`src/rtl/cpm_pkg.sv`:
```
package cpm_pkg;
  typedef enum logic [1:0] {
    PS_WARM  = 2'd0,
    PS_RUN   = 2'd1,
    PS_DRAIN = 2'd2,
    PS_OFF   = 2'd3
  } pwr_state_t;
endpackage

```
`src/rtl/cpm_pin_decode.sv`:
```
module cpm_pin_decode (
  input  logic ctl0,
  input  logic ctl1,
  input  logic en0,
  input  logic sel0,
  input  logic pdn0,
  input  logic pdn1,
  output logic ref_on,
  output logic main_on,
  output logic bypass,
  output logic pd_raw
);
  // pin 0 role: power-down > output enable > frequency select > ref-only shutdown
  always_comb begin
    if (pdn0) begin
      ref_on = 1'b1;
      bypass = ~sel0;
    end else if (en0) begin
      ref_on = ~ctl0;
      bypass = ~sel0;
    end else if (sel0) begin
      ref_on = 1'b1;
      bypass = ~ctl0;
    end else begin
      ref_on = ~ctl0;
      bypass = 1'b1;
    end
  end

  assign main_on = pdn1 | ~ctl1;
  assign pd_raw  = (pdn0 & ctl0) | (pdn1 & ctl1);
endmodule

```
`src/rtl/cpm_req_filter.sv`:
```
module cpm_req_filter #(
  parameter int PERSIST_TICKS = 3
) (
  input  logic clk,
  input  logic rst_n,
  input  logic tick,
  input  logic req,
  output logic accepted
);
  localparam int PW = $clog2(PERSIST_TICKS + 1);
  localparam logic [PW-1:0] P_FULL = PW'(PERSIST_TICKS);

  logic [PW-1:0] pcnt;

  always_ff @(posedge clk or negedge rst_n) begin
    if (!rst_n)                     pcnt <= '0;
    else if (!req)                  pcnt <= '0;
    else if (tick && pcnt != P_FULL) pcnt <= pcnt + 1'b1;
  end

  assign accepted = req && (pcnt == P_FULL);
endmodule

```
`src/rtl/cpm_pwr_fsm.sv`:
```
module cpm_pwr_fsm
  import cpm_pkg::*;
#(
  parameter int STAB_CYC  = 8000,
  parameter int DRAIN_CYC = 2
) (
  input  logic       clk,
  input  logic       rst_n,
  input  logic       pd_raw,
  input  logic       pd_ok,
  output pwr_state_t state
);
  localparam int SW = $clog2(STAB_CYC);
  localparam int DW = $clog2(DRAIN_CYC + 1);
  localparam logic [SW-1:0] STAB_LAST  = SW'(STAB_CYC - 1);
  localparam logic [DW-1:0] DRAIN_LAST = DW'(DRAIN_CYC - 1);

  logic [SW-1:0] scnt;
  logic [DW-1:0] dcnt;

  always_ff @(posedge clk or negedge rst_n) begin
    if (!rst_n) begin
      state <= PS_WARM;
      scnt  <= '0;
      dcnt  <= '0;
    end else begin
      case (state)
        PS_WARM: begin
          if (pd_raw) begin
            scnt <= '0;
            if (pd_ok) begin
              state <= PS_DRAIN;
              dcnt  <= '0;
            end
          end else if (scnt == STAB_LAST) begin
            state <= PS_RUN;
          end else begin
            scnt <= scnt + 1'b1;
          end
        end
        PS_RUN: begin
          if (pd_ok) begin
            state <= PS_DRAIN;
            dcnt  <= '0;
          end
        end
        PS_DRAIN: begin
          if (dcnt == DRAIN_LAST) state <= PS_OFF;
          else                    dcnt  <= dcnt + 1'b1;
        end
        default: begin
          if (!pd_raw) begin
            state <= PS_WARM;
            scnt  <= '0;
          end
        end
      endcase
    end
  end
endmodule

```
`src/rtl/cpm_pwr_seq.sv`:
```
module cpm_pwr_seq
  import cpm_pkg::*;
#(
  parameter int STAB_CYC      = 8000,
  parameter int PERSIST_TICKS = 3,
  parameter int DRAIN_CYC     = 2
) (
  input  logic clk,
  input  logic rst_n,
  input  logic tick,
  input  logic ctl0,
  input  logic ctl1,
  input  logic cfg_en0,
  input  logic cfg_sel0,
  input  logic cfg_pdn0,
  input  logic cfg_pdn1,
  output logic ref_oe,
  output logic main_oe,
  output logic ref_bypass,
  output logic osc_run,
  output logic prog_lock
);
  logic ref_on, main_on, pd_raw, pd_ok;
  pwr_state_t state;

  cpm_pin_decode u_dec (
    .ctl0(ctl0), .ctl1(ctl1),
    .en0(cfg_en0), .sel0(cfg_sel0), .pdn0(cfg_pdn0), .pdn1(cfg_pdn1),
    .ref_on(ref_on), .main_on(main_on), .bypass(ref_bypass), .pd_raw(pd_raw)
  );

  cpm_req_filter #(.PERSIST_TICKS(PERSIST_TICKS)) u_flt (
    .clk(clk), .rst_n(rst_n), .tick(tick), .req(pd_raw), .accepted(pd_ok)
  );

  cpm_pwr_fsm #(.STAB_CYC(STAB_CYC), .DRAIN_CYC(DRAIN_CYC)) u_fsm (
    .clk(clk), .rst_n(rst_n), .pd_raw(pd_raw), .pd_ok(pd_ok), .state(state)
  );

  assign ref_oe    = (state == PS_RUN) && ref_on;
  assign main_oe   = (state == PS_RUN) && main_on;
  assign osc_run   = (state != PS_OFF);
  assign prog_lock = (state == PS_DRAIN) || (state == PS_OFF);
endmodule

```
`config.mk`:
```
export PLATFORM = sky130hd
export DESIGN_NAME = cpm_pwr_seq
export DESIGN_NICKNAME = d
export VERILOG_FILES = /design/src/rtl/cpm_pkg.sv /design/src/rtl/cpm_pin_decode.sv /design/src/rtl/cpm_req_filter.sv /design/src/rtl/cpm_pwr_fsm.sv /design/src/rtl/cpm_pwr_seq.sv
export SDC_FILE = /design/constraint.sdc
export NUM_CORES = 1
export LEC_CHECK = 0
export BUFFER_PORTS_ARGS = -buffer_cell sky130_fd_sc_hd__buf_2
export CORE_MARGIN = 4
export CORE_UTILIZATION = 25
export CTS_CLUSTER_DIAMETER = 60
export DETAILED_ROUTE_END_ITERATION = 16
export SYNTH_ARGS = -nofsm -noshare
export SYNTH_HDL_FRONTEND = slang
export SYNTH_HIERARCHICAL = 1
export SYNTH_SLANG_ARGS = --single-unit
```
`constraint.sdc`:
```
create_clock -name clk -period 1.7 [get_ports clk]
set_input_delay 0.255 -clock clk [delete_from_list [all_inputs] [get_ports clk]]
set_output_delay 0.255 -clock clk [all_outputs]
set_load 0.02 [all_outputs]
```
==> results.yml <==
worst_setup_path:
  worstSetupPathType: "reg2reg"
  setup.worst_path.end_class: "flip-flop"
  timing.critical_path.required_ps: 1880
  startpoint_type: "flip-flop"
  arrival_ps: 1830
  path_max_fanout: 4
cts:
  cts_made_buffers: 3
  htree_num_levels: 1
  cts_tree: "done"
  cts.clk_slew.worst_paths_ps: 70
  clk_latency_ps: 250
  numClockSinks: 19
  root_buffer: "clkbuf_8"
  clockBufferDepth: 2
pwr:
  power.density_nw_per_um2: 959
  pwr-share-comb_pct: 53.4
  clockPowerShare_pct: 17.0
  p_leak_nw: 0.894
  seq_power_share_pct: 29.6
  p_int_mw: 1.15
  swShare_pct: 37.2
  switching_power_mw: 0.680
  peakVddDrop_v: 0.000463
yosys:
  ys_async_sr_fraction_pct: 100
  ys_warn_count: 6
  synth_area_leader_cell: "dfrtp_1"
  netlist.area_leader.share_pct: 35.0
  yosys-top-cells-area: "dfrtp_1 35%, ha_1 6.4%, o31ai_1 5.5%, nand2_1 3.3%, nand2b_1 3.2%"
  yosys_most_used_dff: "dfrtp_1"
  synth_nets: 161
  ys_seq_area_share_pct: 35.0
  avgSynthCellArea_um2: 9.38
  ys_ff_latch: 19
  syn-cell-area_um2: 1360
  syn_inst: 145
  synth_enable_flop_cells: 0
  synth.distinct_cells: 53
cells_and_area:
  area_growth_pct: 40.2
  final_cell_mix: "35 x buf_4, 18 x dfrtp_1, 13 x buf_2"
  final_common_cell: "buf_4"
  final_area_um2: 1910
  multi_input_area_um2: 915
  nets: 210
  diodes: 0
  area.sequential_um2: 477
  final_cells: 263
  layout-drive-gt1-share_pct: 40.9
  n_fill_cell: 550
route:
  drtIter0Drc: 78
  firstDrtPassIters: 4
  avgRoutedWirePerCell_um: 12.3
  vias_per_cell: 4.89
  route.vias.total: 1286
  wl_mm: 3.23
  drc_errors: 0
  ant_nets: 0
sta:
  slew_headroom_pct: 71.1
  tightest_slew_ps: 434
  max_freq_mhz: 606
  setup_viol: 0
  slew_violations: 0
  post-route-period-util_pct: 97.1
  skew_ps: 3.76
  rsz0062_at_grt: "true"
  setup_tns_ps: 0
  finalHoldViolCount: 0
  fin_ws_ps: 49.8
  fin_crit_ps: 1650
global_route:
  grt_pass1_wl_mm: 5.41
  grt_pass1_vias: 1215
  grt_max_degree: 20
  overflow: 0
  antenna_found_initial: 0
  grt_usage_pct: 10.2
floorplan:
  core_um2: 5200
  placementRows: 26
  die_area_um2: 6680
  start_util_pct: 26.1
  io_pins: 14
  die_w_um: 81.8
  die_y_um: 81.8
placement:
  numPortBuffers: 13
  gp_routability_congestion: 0.784
  place_ws_ps: -66.3
  dp_cells: 254
  place_area_um2: 1770
  dpl.hpwl_mm: 2.47
outcome:
  status: "finished clean"
job:
  drv_cap: 0
min_path:
  hold_path.class: "in2reg"
==> logic make-up (layout without fill, tap and decap cells) <==
group / after synthesis / in the layout / synth area share [%]
buffers and inverters: 13 / 61 / 4.05
AO/OA/AOI/OAI: 43 / 43 / 24.6
flip-flops: 19 / 19 / 35.0
multiplexers: 2 / 2 / 1.56
AND/OR/NAND/NOR: 60 / 60 / 27.8
adder cells (fa/ha/maj): 7 / 7 / 6.44
XOR/XNOR: 1 / 1 / 0.644
==> synthesized netlist by cell type, types with 2 or more instances <==
master	number
and2_2	2
nand4_1	2
and3_1	3
clkbuf_1	4
nor3_1	6
nand2b_1	7
buf_2	2
and3b_1	2
nand4_2	2
nand2_1	12
ha_1	7
a21oi_1	2
a22o_1	2
o31ai_1	10
a221o_1	2
nor2_1	8
dfrtp_1	19
inv_1	6
nand4bb_1	2
nand3_1	4
o21ai_0	8
a31oi_1	2
==> repair_timing <==
action,CTS,global route
setup buffers,1,3
gates resized for setup,5,10
endpoints found under the hold margin,19,0
setup endpoints to repair,12,10
pin swaps,3,3
cloned,0,0
hold buffers,1,0
==> per-layer routing <==
layer	vias up	part of all wire, %	GRT usage, %
met5	-	0	0
met4	0	0.34	2.66
met3	2	4.0	1.43
met2	20	46	16.0
met1	612	49	14.6
li1	652	-	-
==> cell type report <==
class,instances,area share (%)
multi-input cells,113,48.0
repair buffers,51,18.9
inverters,6,1.18
clock buffers,4,2.36
flip-flops and latches,19,25.0
well taps,70,4.59
==> critical path, stage by stage (launching register included) <==
cell and delay (ps):
dfrtp_1 420, buf_4 150, ha_2 170, or4b_4 530, o31a_1 120, o221ai_1 70, o2bb2ai_1 130
==> worst paths after layout <==
kind                           startpoint              to  slack, ps  cells past startpoint
max                        u_fsm/state[0]  u_fsm/state[0]         50                      6
min                                  tick   u_flt/pcnt[0]        290                      3
max reg2reg                u_fsm/state[0]  u_fsm/state[0]         50                      6
min reg2reg                 u_fsm/dcnt[1]   u_fsm/dcnt[1]        490                      2
max in group asynchronous           rst_n  u_fsm/state[1]        910                      2
min in group asynchronous           rst_n   u_fsm/scnt[4]        460                      2
==> metrics by stage <==
step           total power [mW]  utilization (%)  hold WS (ps)
3_3_place_gp               1.41             33.9           228
2_1_floorplan              1.09                -         -40.6
4_1_cts                    1.77             35.4           300
3_5_place_dp               1.40             33.9           224
5_1_grt                    1.96             36.6           321
6_report                   1.83             36.6           293
==> registers in the layout (all words and copies together), names as in the netlist <==
signal and cells:
u_flt/pcnt 2, u_fsm/scnt 13, u_fsm/dcnt 2, u_fsm/state 2
==> power groups by stage <==
| stage | Clock, mW | Sequential [mW] | Combinational (mW) |
|---|---|---|---|
| detailed placement | 0 | 0.551 | 0.851 |
| global placement | 0 | 0.551 | 0.854 |
| finish | 0.311 | 0.541 | 0.976 |
| CTS | 0.324 | 0.543 | 0.904 |
| floorplan | 0 | 0.557 | 0.529 |
| global route | 0.344 | 0.548 | 1.07 |
No activity file was read; power rests on OpenSTA's default activity.
